## config.mk

```make
export PLATFORM = sky130hd
export DESIGN_NAME = nand_bus_sequencer
export DESIGN_NICKNAME = d
export VERILOG_FILES = /design/src/rtl/nandseq_pkg.sv /design/src/rtl/nandseq_ctrl.sv /design/src/rtl/nandseq_dp.sv /design/src/rtl/nand_bus_sequencer.sv
export SDC_FILE = /design/constraint.sdc
export NUM_CORES = 1
export LEC_CHECK = 0
export BUFFER_PORTS_ARGS = -buffer_cell sky130_fd_sc_hd__clkbuf_2
export CAP_MARGIN = 20
export CORE_ASPECT_RATIO = 2
export CORE_MARGIN = 2
export CORE_UTILIZATION = 40
export CTS_CLUSTER_DIAMETER = 80
export DETAILED_ROUTE_END_ITERATION = 10
export PLACE_DENSITY_LB_ADDON = 0.15
export SYNTH_ARGS = -nofsm -noshare
export SYNTH_HDL_FRONTEND = slang
export SYNTH_HIERARCHICAL = 1
export SYNTH_SLANG_ARGS = --single-unit
```

## constraint.sdc

```tcl
create_clock -name clk -period 2.2 [get_ports clk]
set_input_delay 0.33 -clock clk [delete_from_list [all_inputs] [get_ports clk]]
set_output_delay 0.33 -clock clk [all_outputs]
set_load 0.01 [all_outputs]
```

## src/rtl/nandseq_pkg.sv

```systemverilog
package nandseq_pkg;
  localparam int unsigned HOST_W = 16;

  localparam logic [2:0] REG_CFG  = 3'd0;
  localparam logic [2:0] REG_SEL  = 3'd1;
  localparam logic [2:0] REG_CMD  = 3'd2;
  localparam logic [2:0] REG_ADDR = 3'd3;
  localparam logic [2:0] REG_DATA = 3'd4;
  localparam logic [2:0] REG_STAT = 3'd5;

  localparam int unsigned STROBE_POS = 4;
  localparam int unsigned HOLD_POS   = 8;

  typedef enum logic [1:0] {PH_IDLE, PH_SETUP, PH_STROBE, PH_HOLD} phase_e;
  typedef enum logic [1:0] {CY_CMD, CY_ADDR, CY_WR, CY_RD} kind_e;

  typedef struct packed {
    logic   launch;
    logic   capture;
    logic   finish;
    phase_e phase;
    kind_e  kind;
  } seqStrobes_t;
endpackage

```

## src/rtl/nandseq_ctrl.sv

```systemverilog
module nandseq_ctrl import nandseq_pkg::*; #(
  parameter int unsigned SETUP_W = 2,
  parameter int unsigned PHASE_W = 3
) (
  input  logic               clk,
  input  logic               rstN,
  input  logic               hostReq,
  input  logic               hostWe,
  input  logic [2:0]         hostSel,
  input  logic [SETUP_W-1:0] cfgSetup,
  input  logic [PHASE_W-1:0] cfgStrobe,
  input  logic [PHASE_W-1:0] cfgHold,
  output logic               hostReady,
  output seqStrobes_t        strobes
);
  localparam int unsigned CNT_W = (SETUP_W > PHASE_W) ? SETUP_W : PHASE_W;

  phase_e             phase;
  kind_e              kind, kindNext;
  logic [CNT_W-1:0]   cnt;
  logic [PHASE_W-1:0] strobeLen, holdLen;
  logic               isBus, launch;

  assign hostReady = (phase == PH_IDLE);
  assign isBus  = (hostSel == REG_DATA) ||
                  (hostWe && (hostSel == REG_CMD || hostSel == REG_ADDR));
  assign launch = hostReq && hostReady && isBus;

  always_comb begin
    unique case (hostSel)
      REG_CMD:  kindNext = CY_CMD;
      REG_ADDR: kindNext = CY_ADDR;
      default:  kindNext = hostWe ? CY_WR : CY_RD;
    endcase
  end

  always_ff @(posedge clk or negedge rstN) begin
    if (!rstN) begin
      phase     <= PH_IDLE;
      kind      <= CY_CMD;
      cnt       <= '0;
      strobeLen <= '0;
      holdLen   <= '0;
    end else begin
      unique case (phase)
        PH_IDLE: if (launch) begin
          phase     <= PH_SETUP;
          kind      <= kindNext;
          cnt       <= CNT_W'(cfgSetup);
          strobeLen <= cfgStrobe;
          holdLen   <= cfgHold;
        end
        PH_SETUP: if (cnt == '0) begin
          phase <= PH_STROBE;
          cnt   <= CNT_W'(strobeLen);
        end else cnt <= cnt - 1'b1;
        PH_STROBE: if (cnt == '0) begin
          phase <= PH_HOLD;
          cnt   <= CNT_W'(holdLen);
        end else cnt <= cnt - 1'b1;
        PH_HOLD: if (cnt == '0) phase <= PH_IDLE;
                 else cnt <= cnt - 1'b1;
        default: phase <= PH_IDLE;
      endcase
    end
  end

  always_comb begin
    strobes.launch  = launch;
    strobes.capture = (phase == PH_STROBE) && (cnt == '0) && (kind == CY_RD);
    strobes.finish  = (phase == PH_HOLD) && (cnt == '0);
    strobes.phase   = phase;
    strobes.kind    = kind;
  end

  p_launch_setup_r2: assert property (@(posedge clk) disable iff (!rstN)
    launch |=> (phase == PH_SETUP));

  p_phase_order_r3: assert property (@(posedge clk) disable iff (!rstN)
    (phase == PH_STROBE) |-> ($past(phase) == PH_SETUP || $past(phase) == PH_STROBE));

  p_cfg_frozen_r11: assert property (@(posedge clk) disable iff (!rstN)
    (phase != PH_IDLE && !strobes.finish) |=>
      ($stable(kind) && $stable(strobeLen) && $stable(holdLen)));
endmodule

```

## src/rtl/nandseq_dp.sv

```systemverilog
module nandseq_dp import nandseq_pkg::*; #(
  parameter int unsigned DATA_W     = 8,
  parameter int unsigned SETUP_MAX  = 4,
  parameter int unsigned PHASE_MAX  = 8,
  parameter int unsigned SYNC_DEPTH = 2,
  parameter int unsigned SETUP_W    = 2,
  parameter int unsigned PHASE_W    = 3
) (
  input  logic               clk,
  input  logic               rstN,
  input  logic               hostReq,
  input  logic               hostWe,
  input  logic [2:0]         hostSel,
  input  logic [HOST_W-1:0]  hostWData,
  input  logic               hostReady,
  input  seqStrobes_t        strobes,
  input  logic               sleepReq,
  input  logic [DATA_W-1:0]  nandDin,
  input  logic               nandRb,
  output logic [SETUP_W-1:0] cfgSetup,
  output logic [PHASE_W-1:0] cfgStrobe,
  output logic [PHASE_W-1:0] cfgHold,
  output logic [HOST_W-1:0]  hostRData,
  output logic               hostRdValid,
  output logic               nandCeN,
  output logic               nandCle,
  output logic               nandAle,
  output logic               nandWeN,
  output logic               nandReN,
  output logic [DATA_W-1:0]  nandDout,
  output logic               nandDoe
);
  localparam logic [SETUP_W-1:0] SETUP_RST = SETUP_W'(SETUP_MAX - 1);
  localparam logic [PHASE_W-1:0] PHASE_RST = PHASE_W'(PHASE_MAX - 1);

  logic                  selBit;
  logic [DATA_W-1:0]     outByte;
  logic [SYNC_DEPTH-1:0] rbSync;
  logic                  accept, active, inStrobe;
  logic [HOST_W-1:0]     cfgWord;

  assign accept  = hostReq && hostReady;
  assign cfgWord = HOST_W'(cfgSetup)
                 | (HOST_W'(cfgStrobe) << STROBE_POS)
                 | (HOST_W'(cfgHold) << HOLD_POS);

  generate
    if (SYNC_DEPTH > 1) begin : g_syncChain
      always_ff @(posedge clk or negedge rstN)
        if (!rstN) rbSync <= '0;
        else       rbSync <= {rbSync[SYNC_DEPTH-2:0], nandRb};
    end else begin : g_syncSingle
      always_ff @(posedge clk or negedge rstN)
        if (!rstN) rbSync <= '0;
        else       rbSync <= nandRb;
    end
  endgenerate

  always_ff @(posedge clk or negedge rstN) begin
    if (!rstN) begin
      cfgSetup  <= SETUP_RST;
      cfgStrobe <= PHASE_RST;
      cfgHold   <= PHASE_RST;
      selBit    <= 1'b1;
      outByte   <= '0;
    end else if (accept && hostWe) begin
      unique case (hostSel)
        REG_CFG: begin
          cfgSetup  <= hostWData[0 +: SETUP_W];
          cfgStrobe <= hostWData[STROBE_POS +: PHASE_W];
          cfgHold   <= hostWData[HOLD_POS +: PHASE_W];
        end
        REG_SEL:                     selBit  <= hostWData[0];
        REG_CMD, REG_ADDR, REG_DATA: outByte <= hostWData[DATA_W-1:0];
        default: ;
      endcase
    end
  end

  always_ff @(posedge clk or negedge rstN) begin
    if (!rstN) begin
      hostRData   <= '0;
      hostRdValid <= 1'b0;
    end else begin
      hostRdValid <= 1'b0;
      if (strobes.capture) begin
        hostRData   <= HOST_W'(nandDin);
        hostRdValid <= 1'b1;
      end else if (accept && !hostWe && hostSel != REG_DATA) begin
        hostRdValid <= 1'b1;
        unique case (hostSel)
          REG_CFG:  hostRData <= cfgWord;
          REG_SEL:  hostRData <= HOST_W'(selBit);
          REG_STAT: hostRData <= HOST_W'(rbSync[SYNC_DEPTH-1]);
          default:  hostRData <= '0;
        endcase
      end
    end
  end

  assign active   = (strobes.phase != PH_IDLE);
  assign inStrobe = (strobes.phase == PH_STROBE);
  assign nandCle  = active && (strobes.kind == CY_CMD);
  assign nandAle  = active && (strobes.kind == CY_ADDR);
  assign nandWeN  = !(inStrobe && strobes.kind != CY_RD);
  assign nandReN  = !(inStrobe && strobes.kind == CY_RD);
  assign nandDoe  = active && (strobes.kind != CY_RD);
  assign nandDout = outByte;
  assign nandCeN  = selBit | sleepReq;

  p_excl_strobe_r5: assert property (@(posedge clk) disable iff (!rstN)
    !(!nandWeN && !nandReN));

  p_cle_ale_r4: assert property (@(posedge clk) disable iff (!rstN)
    !(nandCle && nandAle));

  p_sleep_ce_r8: assert property (@(posedge clk) disable iff (!rstN)
    sleepReq |-> nandCeN);

  p_capture_valid_r6: assert property (@(posedge clk) disable iff (!rstN)
    strobes.capture |=> hostRdValid);

  p_cfg_still_r11: assert property (@(posedge clk) disable iff (!rstN)
    !hostReady |=> $stable(cfgWord));
endmodule

```

## src/rtl/nand_bus_sequencer.sv

```systemverilog
module nand_bus_sequencer import nandseq_pkg::*; #(
  parameter int unsigned DATA_W     = 8,
  parameter int unsigned SETUP_MAX  = 4,
  parameter int unsigned PHASE_MAX  = 8,
  parameter int unsigned SYNC_DEPTH = 2
) (
  input  logic              clk,
  input  logic              rstN,
  input  logic              hostReq,
  input  logic              hostWe,
  input  logic [2:0]        hostSel,
  input  logic [15:0]       hostWData,
  output logic              hostReady,
  output logic [15:0]       hostRData,
  output logic              hostRdValid,
  input  logic              sleepReq,
  output logic              nandCeN,
  output logic              nandCle,
  output logic              nandAle,
  output logic              nandWeN,
  output logic              nandReN,
  output logic [DATA_W-1:0] nandDout,
  output logic              nandDoe,
  input  logic [DATA_W-1:0] nandDin,
  input  logic              nandRb
);
  localparam int unsigned SETUP_W = (SETUP_MAX > 1) ? $clog2(SETUP_MAX) : 1;
  localparam int unsigned PHASE_W = (PHASE_MAX > 1) ? $clog2(PHASE_MAX) : 1;

  logic [SETUP_W-1:0] cfgSetup;
  logic [PHASE_W-1:0] cfgStrobe, cfgHold;
  seqStrobes_t        strobes;

  nandseq_ctrl #(.SETUP_W(SETUP_W), .PHASE_W(PHASE_W)) u_ctrl (
    .clk(clk), .rstN(rstN), .hostReq(hostReq), .hostWe(hostWe),
    .hostSel(hostSel), .cfgSetup(cfgSetup), .cfgStrobe(cfgStrobe),
    .cfgHold(cfgHold), .hostReady(hostReady), .strobes(strobes));

  nandseq_dp #(.DATA_W(DATA_W), .SETUP_MAX(SETUP_MAX), .PHASE_MAX(PHASE_MAX),
               .SYNC_DEPTH(SYNC_DEPTH), .SETUP_W(SETUP_W), .PHASE_W(PHASE_W)) u_dp (
    .clk(clk), .rstN(rstN), .hostReq(hostReq), .hostWe(hostWe),
    .hostSel(hostSel), .hostWData(hostWData), .hostReady(hostReady),
    .strobes(strobes), .sleepReq(sleepReq), .nandDin(nandDin), .nandRb(nandRb),
    .cfgSetup(cfgSetup), .cfgStrobe(cfgStrobe), .cfgHold(cfgHold),
    .hostRData(hostRData), .hostRdValid(hostRdValid), .nandCeN(nandCeN),
    .nandCle(nandCle), .nandAle(nandAle), .nandWeN(nandWeN), .nandReN(nandReN),
    .nandDout(nandDout), .nandDoe(nandDoe));
endmodule

```

[Yosys cells after proc, flatten, opt, wreduce, memory -nomap -nowiden]
Cells that the tools add are included.
Cells by class
  add/subtract/negate cells: 1
  eq/ne operators: 17
  mux-type cells: 17
  bitwise gates (word level): 3
  reductions and logical operators: 31
Operator list (number)
  $pmux W16 S3: 1
  $mux W16: 2
  $or A16 B11 Y16: 1
  $logic_and A1 B1 Y1: 13
  $mux W3: 4
  $pmux W3 S4: 1
  $reduce_and A2 Y1: 5
  $mux W2: 4
  $ne A2 B2 Y1 const B: 4
  $pmux W2 S4: 1
  $or A2 B7 Y7: 1
  $eq A2 B2 Y1 const B: 3
  $eq A3 B2 Y1 const B: 2
  $eq A3 B3 Y1 const B: 2
  $logic_not A3 Y1: 2
  $eq A2 B1 Y1 const B: 2
  $logic_not A2 Y1: 2
  $ne A2 B1 Y1 const B: 2
  $pmux W2 S2: 1
  $reduce_and A4 Y1: 1
  $reduce_bool A2 Y1: 2
  $eq A3 B1 Y1 const B: 1
  $logic_not A1 Y1: 3
  $mux W1: 3
  other kinds (5): 6
Storage, ports and cells
  register bits after elaboration: 49
  bits of input ports: 33
  output and inout port bits: 32

[Longest topological paths before layout]
Gate-level depths: netlist of the first run.
  word-level depth: 7
  depth in mapped cells: 8

[Modules after synthesis]
The synthesis of the first run kept the hierarchy.
Modules (own cells, without submodules)
  nandseq_dp: instances 1, cells an instance 97, area an instance 1372.6 um2, sequential area each 787.0 um2
  nandseq_ctrl: instances 1, cells an instance 76, area an instance 857.1 um2, sequential area each 325.3 um2

[Least setup slack after synthesis of the first run]
OpenSTA, ideal clock, no wires.
  path type: register to register
  start: register u_ctrl.phase[0]
  end: register u_dp.cfgHold[0]
  setup time: 0.082 ns
  data arrival time: 1.925 ns
  slack: 0.193 ns
  stages on the path, launching flop included: 6
  path buffers: 0
  cell sequence: dfrtp_1 > inv_1 > ha_1 > nand3_1 > nor4_2 > mux2_2
On the way
  word-level cells in the longest chain between the ends: 4
Ends and longest elaborated chain
  from (decl): RTL line nandseq_ctrl.sv:18  | phase_e phase;
  from (signal assigned): RTL line nandseq_ctrl.sv:39  | phase <= PH_IDLE;
  from (signal assigned): RTL line nandseq_ctrl.sv:47  | phase <= PH_SETUP;
  from (signal assigned): RTL line nandseq_ctrl.sv:54  | phase <= PH_STROBE;
  $logic_not A2 Y1: RTL line nandseq_ctrl.sv:24  | assign hostReady = (phase == PH_IDLE);
  net hostReady: RTL line nand_bus_sequencer.sv:13  | output logic hostReady,
  $logic_and A1 B1 Y1: RTL line nandseq_dp.sv:42  | assign accept = hostReq && hostReady;
  $logic_and A1 B1 Y1: RTL line nandseq_dp.sv:66  | end else if (accept && hostWe) begin
  $reduce_and A2 Y1 (no source line)
  to (signal assigned): RTL line nandseq_dp.sv:71  | cfgHold <= hostWData[HOLD_POS +: PHASE_W];
  to (decl): RTL line nandseq_dp.sv:22  | output logic [PHASE_W-1:0] cfgHold,
The timed path passes the listed nets, and every way through them passes these cells.
A chain may end at the register's enable or synchronous reset.

==> impl_metrics.yaml, run 1 <==
outcome:
  status: "finished, final reports clean"
global_routing:
  antenna_found_initial: 0
  grt_max_degree: 40
  grt_pass1_wl_um: 7980
  grt_pass1_vias: 1600
  grtUsageTotal_pct: 17.0
  overflow: 0
clocking:
  cts_made_buffers: 5
  cts_buffer_depth: 2
  ctsHtreeMaxLevel: 2
  cts_sinks: 44
  root_buffer: "clkbuf_8"
  cts.reportedPaths.clkPinSlew_ps: 90
  clock_latency_ps: 290
  cts_tree: "yes"
  cts_post_setup_buffers_inserted: 0
setup_path:
  worstSetupEndpointType: "flop"
  required_ps: 2380
  reg2reg_from: "u_ctrl/phase[0]"
  crit_path_top_delay_cell: "dfrtp_1"
  crit_type: "reg -> reg"
  worstPathArrival_ps: 2170
  crit_path_start: "u_ctrl/phase[0]"
  reg2reg_depth: 8
  critPathMaxFanout: 7
  cp_slowest_stage_delay_ps: 440
  cp_cell_sequence: "inv_1 -> ha_1 -> nand3_1 -> nor2_2 -> nand4bb_1 -> nor4_2 -> buf_4 -> a221o_1"
  start_kind: "flop"
die:
  start_util_pct: 41.3
  core_area_sq_mm: 0.00537
  die_x_um: 56.7
  fp-row-count: 38
  die-area_sq_mm: 0.00619
  pin_count: 65
  dieHeight_um: 109
finish:
  finalNonFillerCells: 294
  diodes: 0
  post_route_cells_drive_above_1_share_pct: 49.1
  fillers: 510
  areaGrowthSynthToFinish_pct: 19.3
  final_common_cell: "clkbuf_2"
  final_net_count: 273
  final_cell_mix: "clkbuf_2, dfrtp_1, mux2_4"
sta:
  slew_headroom_pct: 55.7
  tightest_slew_ps: 665
  period_share_pct: 90.6
  rsz0062_at_grt: "false"
  setup_violations: 0
  fin_crit_ps: 1990
  holdWs_ps: 145
  hold_viol: 0
  max_freq_ghz: 0.501
  fin_skew_ps: 5.32
  maxSlewViolCount: 0
  setup_tns_ps: 0
routing:
  vias: 1514
  firstDrtPassIters: 4
  wl_per_cell_um: 16.1
  drt_iter0_drc: 18
  ant_nets: 0
  drt_drc_violations_left: 0
  routed_wl_um: 4720
  routed_via_density: 5.15
power_and_ir_drop:
  cellLeakagePower_nw: 1.34
  switchingPower_mw: 1.14
  p_int_mw: 2.06
  irDropWorstVdd_mv: 0.614
  p_total_mw: 3.20
  sequentialPowerShare_pct: 42.5
  clockPowerShare_pct: 15.5
  pwr-share-comb_pct: 42.0
  powerDensity_mw_per_mm2: 1210
  sw_frac_of_total_pct: 35.5
place:
  post-dp-hpwl_um: 3650
  place_inst: 285
  portBuffers: 54
  routabilityCongestion: 0.700
synth:
  avgSynthCellArea_sq_um: 13.0
  yosys_warnings: 6
  syn_inst: 171
  netlist_area_sq_mm: 0.00222
worst_hold_path:
  hp-start: "nandRb"
  hp-class: "in -> reg"
  min_path_cells: 1
run:
  max_cap_viol_count: 0
-- metal layers --
layer	track usage, %	wire (um)
met5	0	0
met4	6.63	81
met3	1.65	142
met2	31.9	2670
met1	19.4	1830
-- path summary, 6_finish.rpt --
| path | endpoint | slack [ps] |
|---|---|---|
| worst min register to register | u_dp/rbSync[1] | 370 |
| worst max register to register | u_dp/hostRData[1] | 210 |
| max in group asynchronous | u_dp/cfgHold[1] | 1090 |
| worst max-delay path | u_dp/hostRData[1] | 210 |
| worst min-delay path | u_dp/rbSync[0] | 140 |
| min in group asynchronous | u_ctrl/cnt[0] | 390 |
-- power by group through the flow --
| stage | logic, mW | registers (mW) | clock network, mW |
|---|---|---|---|
| final | 1.34 | 1.36 | 0.496 |
| after detailed placement | 1.35 | 1.37 | 0 |
| after CTS | 1.36 | 1.37 | 0.525 |
| after global placement | 1.34 | 1.37 | 0 |
| after floorplan | 0.898 | 1.38 | 0 |
| after global routing | 1.50 | 1.41 | 0.551 |
-- timing repair --
item / 4_1_cts / 5_1_grt
resized for setup: 0 / 2
endpoints found under the setup margin: 0 / 5
hold buffers: 1 / 0
endpoints found under the hold margin: 3 / 0
-- area by class of cell --
| cell class | instances | area [sq um] | share of cell area [%] |
|---|---|---|---|
| sequential | 44 | 1110 | 42.0 |
| multi-input combinational | 115 | 1030 | 38.8 |
| clock inverter | 3 | 18.8 | 0.709 |
| timing repair buffer | 60 | 318 | 12.0 |
| clock buffer | 5 | 68.8 | 2.60 |
| tap | 60 | 75.1 | 2.84 |
| inverter | 7 | 26.3 | 0.992 |
-- flip-flops by register name, indices dropped and copies added (netlist names) --
| signal | cells |
|---|---|
| u_dp/hostRData | 11 |
| u_dp/nandDout | 8 |
| u_ctrl/cnt | 3 |
| u_ctrl/holdLen | 3 |
| u_ctrl/strobeLen | 3 |
| u_dp/cfgHold | 3 |
| u_dp/cfgStrobe | 3 |
| u_ctrl/kind | 2 |
| u_ctrl/phase | 2 |
| u_dp/cfgSetup | 2 |
| u_dp/rbSync | 2 |
| u_dp/hostRdValid | 1 |
| u_dp/selBit | 1 |
-- worst max-delay path: cells and delay by family (launching register included) --
kind,cells,cell delay (ps)
AO/OA/AOI/OAI,1,300
adder cells (fa/ha/maj),1,290
buffers and inverters,2,320
flip-flops,1,440
AND/OR/NAND/NOR,4,540
-- stage by stage --
step | worst slack [ps] | util [%] | instance area (sq um)
2_1_floorplan | 193 | - | 2230
3_3_place_gp | 160 | 47.4 | 2540
4_1_cts | 126 | 49.2 | 2640
3_5_place_dp | 171 | 47.4 | 2540
5_1_grt | 34.4 | 49.3 | 2650
6_report | 206 | 49.3 | 2650
No activity file was read; power rests on OpenSTA's default activity.
==> run 2, diff against run 1 <==
--- a/config.mk
+++ b/config.mk
@@ -8,11 +8,11 @@
 export BUFFER_PORTS_ARGS = -buffer_cell sky130_fd_sc_hd__clkbuf_2
 export CAP_MARGIN = 20
 export CORE_ASPECT_RATIO = 2
-export CORE_MARGIN = 2
+export CORE_MARGIN = 3
 export CORE_UTILIZATION = 40
 export CTS_CLUSTER_DIAMETER = 80
 export DETAILED_ROUTE_END_ITERATION = 10
-export PLACE_DENSITY_LB_ADDON = 0.15
+export SKIP_LAST_GASP = 1
 export SYNTH_ARGS = -nofsm -noshare
 export SYNTH_HDL_FRONTEND = slang
 export SYNTH_HIERARCHICAL = 1
==> run 2 against run 1 <==
Sequential share of layout area increased by 0.20 points. Power down 0.12%. Clock power hardly changed. Core utilization increased by 0.65 points. Global-route usage fell by 1.7 points. Final cell count down 0.68%. Sequential cell count unchanged. Die area is 5.4% higher. Worst setup slack about the same. Count of clock-buffer cells in the layout rose by 1.
==> impl_metrics.yaml, run 2 (same netlist as run 1, synthesis figures left out) <==
clocking:
  ctsHtreeMaxLevel: 2
  cts_buffer_depth: 2
  cts_post_setup_buffers_inserted: 0
  hold_buffers: 0
  clock_latency_ps: 290
  cts_made_buffers: 5
  cts_resized: 0
  cts_sinks: 44
  root_buffer: "clkbuf_8"
  cts_tree: "yes"
  cts.reportedPaths.clkPinSlew_ps: 80
finish:
  areaGrowthSynthToFinish_pct: 18.8
  design_area_sq_mm: 0.00264
  post_route_cells_drive_above_1_share_pct: 48.3
  diodes: 0
  fin_util_pct: 49.9
  final_common_cell: "clkbuf_2"
  largest-register: "u_dp/hostRData"
  finalNonFillerCells: 292
  final_net_count: 273
  largest_reg_flops: 11
  fillers: 516
  final_cell_mix: "clkbuf_2, dfrtp_1, mux2_4"
die:
  core_area_sq_mm: 0.00528
  dieHeight_um: 111
  fp-row-count: 37
  die_x_um: 58.7
  start_util_pct: 42.0
  pin_count: 65
  die-area_sq_mm: 0.00653
setup_path:
  cp_slowest_stage_delay_ps: 440
  required_ps: 2380
  worstSetupEndpointType: "flop"
  cp.buffers_inverters: 2
  worstPathArrival_ps: 2170
  start_kind: "flop"
  crit_path_start: "u_ctrl/phase[0]"
  crit_type: "reg -> reg"
  reg2reg_from: "u_ctrl/phase[0]"
  critPathTopFamily: "simple AND/OR/NAND/NOR gates"
  crit_path_top_delay_cell: "dfrtp_1"
  cp_cell_sequence: "inv_1 -> ha_1 -> nand3_1 -> nor2_1 -> nand4bb_1 -> nor4_2 -> buf_4 -> a221o_1"
  critPathMaxFanout: 7
sta:
  setup_ws_ps: 206
  period_share_pct: 90.6
  setup_violations: 0
  holdWs_ps: 90.0
  tightest_slew_ps: 614
  fin_skew_ps: 5.47
  fin_crit_ps: 1990
  hold_viol: 0
  maxSlewViolCount: 0
  setup_tns_ps: 0
  rsz0062_at_grt: "false"
  max_freq_ghz: 0.502
  slew_headroom_pct: 59.1
routing:
  drt_iter0_drc: 14
  vias: 1523
  ant_nets: 0
  firstDrtPassIters: 4
  drt_drc_violations_left: 0
  routed_via_density: 5.22
  routed_wl_um: 4590
  wl_per_cell_um: 15.7
place:
  post-dp-hpwl_um: 3660
  placed_area_sq_mm: 0.00255
  place_inst: 284
  portBuffers: 54
  pre_cts_slack_ps: 206
  routabilityCongestion: 0.702
run:
  max_cap_viol_count: 0
global_routing:
  grt_max_degree: 45
  grt_pass1_vias: 1593
  grtUsageTotal_pct: 15.3
  overflow: 0
  antenna_found_initial: 0
  grt_pass1_wl_um: 7740
power_and_ir_drop:
  cellLeakagePower_nw: 1.34
  p_total_mw: 3.19
  irDropWorstVdd_mv: 0.863
  powerDensity_mw_per_mm2: 1210
outcome:
  status: "finished, final reports clean"
worst_hold_path:
  hp-class: "in -> async"
run 2: path summary, 6_finish.rpt:
| path | to | slack (ps) | cells past startpoint |
|---|---|---|---|
| worst min register to register | u_dp/rbSync[1] | 360 | 0 |
| min in group clk | u_dp/rbSync[0] | 140 | 1 |
| worst min-delay path | u_dp/nandDout[5] | 90 | 2 |
| worst max register to register | u_dp/hostRData[6] | 210 | 8 |
| max in group asynchronous | u_dp/selBit | 1730 | 2 |
| worst max-delay path | u_dp/hostRData[6] | 210 | 8 |
run 2: power breakdown:
group / switching [mW] / leakage, nW / internal [mW]
Sequential: 0.227 / 0.549 / 1.14
Combinational: 0.623 / 0.750 / 0.708
Clock: 0.271 / 0.0412 / 0.222
Total: 1.12 / 1.34 / 2.07
run 2: layout make-up:
class                   count  area (sq um)  area share [%]
well taps                  58          72.6            2.75
repair buffers             60           315            12.0
clock buffers               6          72.6            2.75
flip-flops and latches     44          1110            42.2
clock inverters             2          12.5           0.475
multi-input cells         115          1020            38.8
inverters                   7          26.3           0.997
run 2: layer usage:
metal	global-route usage, %	share of wire (%)
met5	0	0
met4	5.45	1.7
met3	2.45	2.9
met2	28.2	59
met1	16.9	36
==> run 3, diff against run 2 <==
--- a/config.mk
+++ b/config.mk
@@ -12,6 +12,8 @@
 export CORE_UTILIZATION = 40
 export CTS_CLUSTER_DIAMETER = 80
 export DETAILED_ROUTE_END_ITERATION = 10
+export GPL_TIMING_DRIVEN = 0
+export HOLD_SLACK_MARGIN = 0.03
 export SKIP_LAST_GASP = 1
 export SYNTH_ARGS = -nofsm -noshare
 export SYNTH_HDL_FRONTEND = slang
==> run 3 against run 2 <==
Register-to-register slack worse by 110 ps. Core utilization rose by 2.3 points. Hold slack better by 55 ps. Sequential power barely moved. Critical path depth shrank 2. Combinational power barely moved. Die area unchanged. Count of clock-buffer cells in the layout stayed put. Clock skew decreased by 1.1 ps. Sequential share of layout area shrank 1.9 points. Routed wire length decreased by 1.6%.
==> impl_metrics.yaml, run 3 (same netlist as run 1, synthesis figures left out) <==
outcome:
  status: "finished, final reports clean"
finish:
  largest_reg_flops: 11
  final_common_cell: "clkbuf_2"
  post_route_cells_drive_above_1_share_pct: 50.6
  areaGrowthSynthToFinish_pct: 24.4
  diodes: 0
  fillers: 524
  fin_util_pct: 52.3
  final_cell_mix: "clkbuf_2, dfrtp_1, mux2_4"
  final_net_count: 280
  largest-register: "u_dp/hostRData"
place:
  routabilityCongestion: 0.762
  post-dp-hpwl_um: 3520
  portBuffers: 54
run:
  max_cap_viol_count: 0
global_routing:
  antenna_found_initial: 0
  grt_pass1_wl_um: 7490
  grtUsageTotal_pct: 15.0
  grt_max_degree: 45
  overflow: 0
  grt_pass1_vias: 1497
routing:
  wl_met2_um: 2630
  wl_per_cell_um: 15.1
  vias: 1554
  routed_via_density: 5.20
  wl_met3_um: 123
  wl_met1_um: 1690
  ant_nets: 0
  top_layer_used: "met4"
  firstDrtPassIters: 4
  drt_drc_violations_left: 0
  drt_iter0_drc: 23
  routed_wl_um: 4520
setup_path:
  reg2reg_slack_ps: 90
  cp.buffers_inverters: 2
  endpoint: "u_dp/cfgStrobe[2]"
  reg2reg_depth: 6
  worstPathArrival_ps: 2320
  rr_endpoint: "u_dp/cfgStrobe[2]"
  cp_cell_sequence: "inv_1 -> ha_1 -> nand3_1 -> nor4_4 -> buf_4 -> mux2_2"
  critPathTopFamily: "simple AND/OR/NAND/NOR gates"
  crit_path_top_delay_cell: "dfrtp_1"
  start_kind: "flop"
  crit_type: "reg -> reg"
  crit_path_start: "u_ctrl/phase[0]"
  worstSetupEndpointType: "flop"
  required_ps: 2420
  crit_cells: 6
  reg2reg_from: "u_ctrl/phase[0]"
  cp_slowest_stage_delay_ps: 450
  critPathMaxFanout: 8
die:
  core_area_sq_mm: 0.00528
  dieHeight_um: 111
  die-area_sq_mm: 0.00653
  pin_count: 65
  die_x_um: 58.7
  start_util_pct: 42.0
  fp-row-count: 37
sta:
  max_freq_ghz: 0.475
  hold_viol: 0
  period_share_pct: 95.8
  setup_violations: 0
  fin_crit_ps: 2110
  setup_tns_ps: 0
  maxSlewViolCount: 0
  fin_skew_ps: 4.35
clocking:
  ctsHtreeMaxLevel: 2
  cts_tree: "yes"
  cts_buffer_depth: 2
  cts_sinks: 44
  cts_made_buffers: 5
  cts.reportedPaths.clkPinSlew_ps: 80
  root_buffer: "clkbuf_8"
  clock_latency_ps: 290
worst_hold_path:
  hp-class: "in -> reg"
  min_path_cells: 1
power_and_ir_drop:
  irDropWorstVdd_mv: 0.701
  powerDensity_mw_per_mm2: 1180
  cellLeakagePower_nw: 1.39
## run 3: worst min path at each step
stage / startpoint / end / slack [ps]
floorplan: rstN / u_ctrl/cnt[0] / 30
global placement: u_dp/rbSync[0] / u_dp/rbSync[1] / 330
detailed placement: u_dp/rbSync[0] / u_dp/rbSync[1] / 340
CTS: nandRb / u_dp/rbSync[0] / 140
global route: nandRb / u_dp/rbSync[0] / 130
finish: nandRb / u_dp/rbSync[0] / 140
## run 3: through the flow
| step | hold slack [ps] | total power [mW] | area [sq um] | cells | setup slack, ps |
|---|---|---|---|---|---|
| after floorplan | 34.4 | 2.28 | 2230 | 175 | 193 |
| after global placement | 334 | 2.71 | 2580 | 287 | -345 |
| after detailed placement | 338 | 2.73 | 2580 | 287 | -376 |
| after CTS | 136 | 3.28 | 2700 | 296 | 10.9 |
| after global routing | 132 | 3.48 | 2760 | 299 | -11.1 |
| final | 145 | 3.25 | 2760 | 299 | 93.5 |
## run 3: cell type report
cell class,count,area (sq um),area share [%]
clock buffers,6,82.6,2.99
inverters,7,26.3,0.952
plain buffers,9,75.1,2.72
clock inverters,2,15.0,0.544
multi-input cells,115,1060,38.4
flip-flops and latches,44,1110,40.3
repair buffers,58,315,11.4
well taps,58,72.6,2.63
## run 3: layer usage
metal / track usage (%) / vias to the layer above
li1: - / 747
met1: 17.7 / 775
met2: 26.3 / 28
met3: 2.68 / 4
met4: 5.45 / 0
met5: 0 / -
## run 3: what timing repair did
| item | in CTS | in global routing |
|---|---|---|
| setup buffers | 1 | 1 |
| resized for setup | 4 | 3 |
| hold buffers | 0 | 1 |
| endpoints found under the hold margin | 0 | 4 |
| pin swaps | 1 | 1 |
| setup endpoints to repair | 17 | 15 |
## run 3: report_power, final
group / switching (mW) / total, mW / internal [mW]
Combinational: 0.636 / 1.36 / 0.719
Sequential: 0.223 / 1.36 / 1.14
Clock: 0.273 / 0.527 / 0.254
Total: 1.13 / 3.25 / 2.11
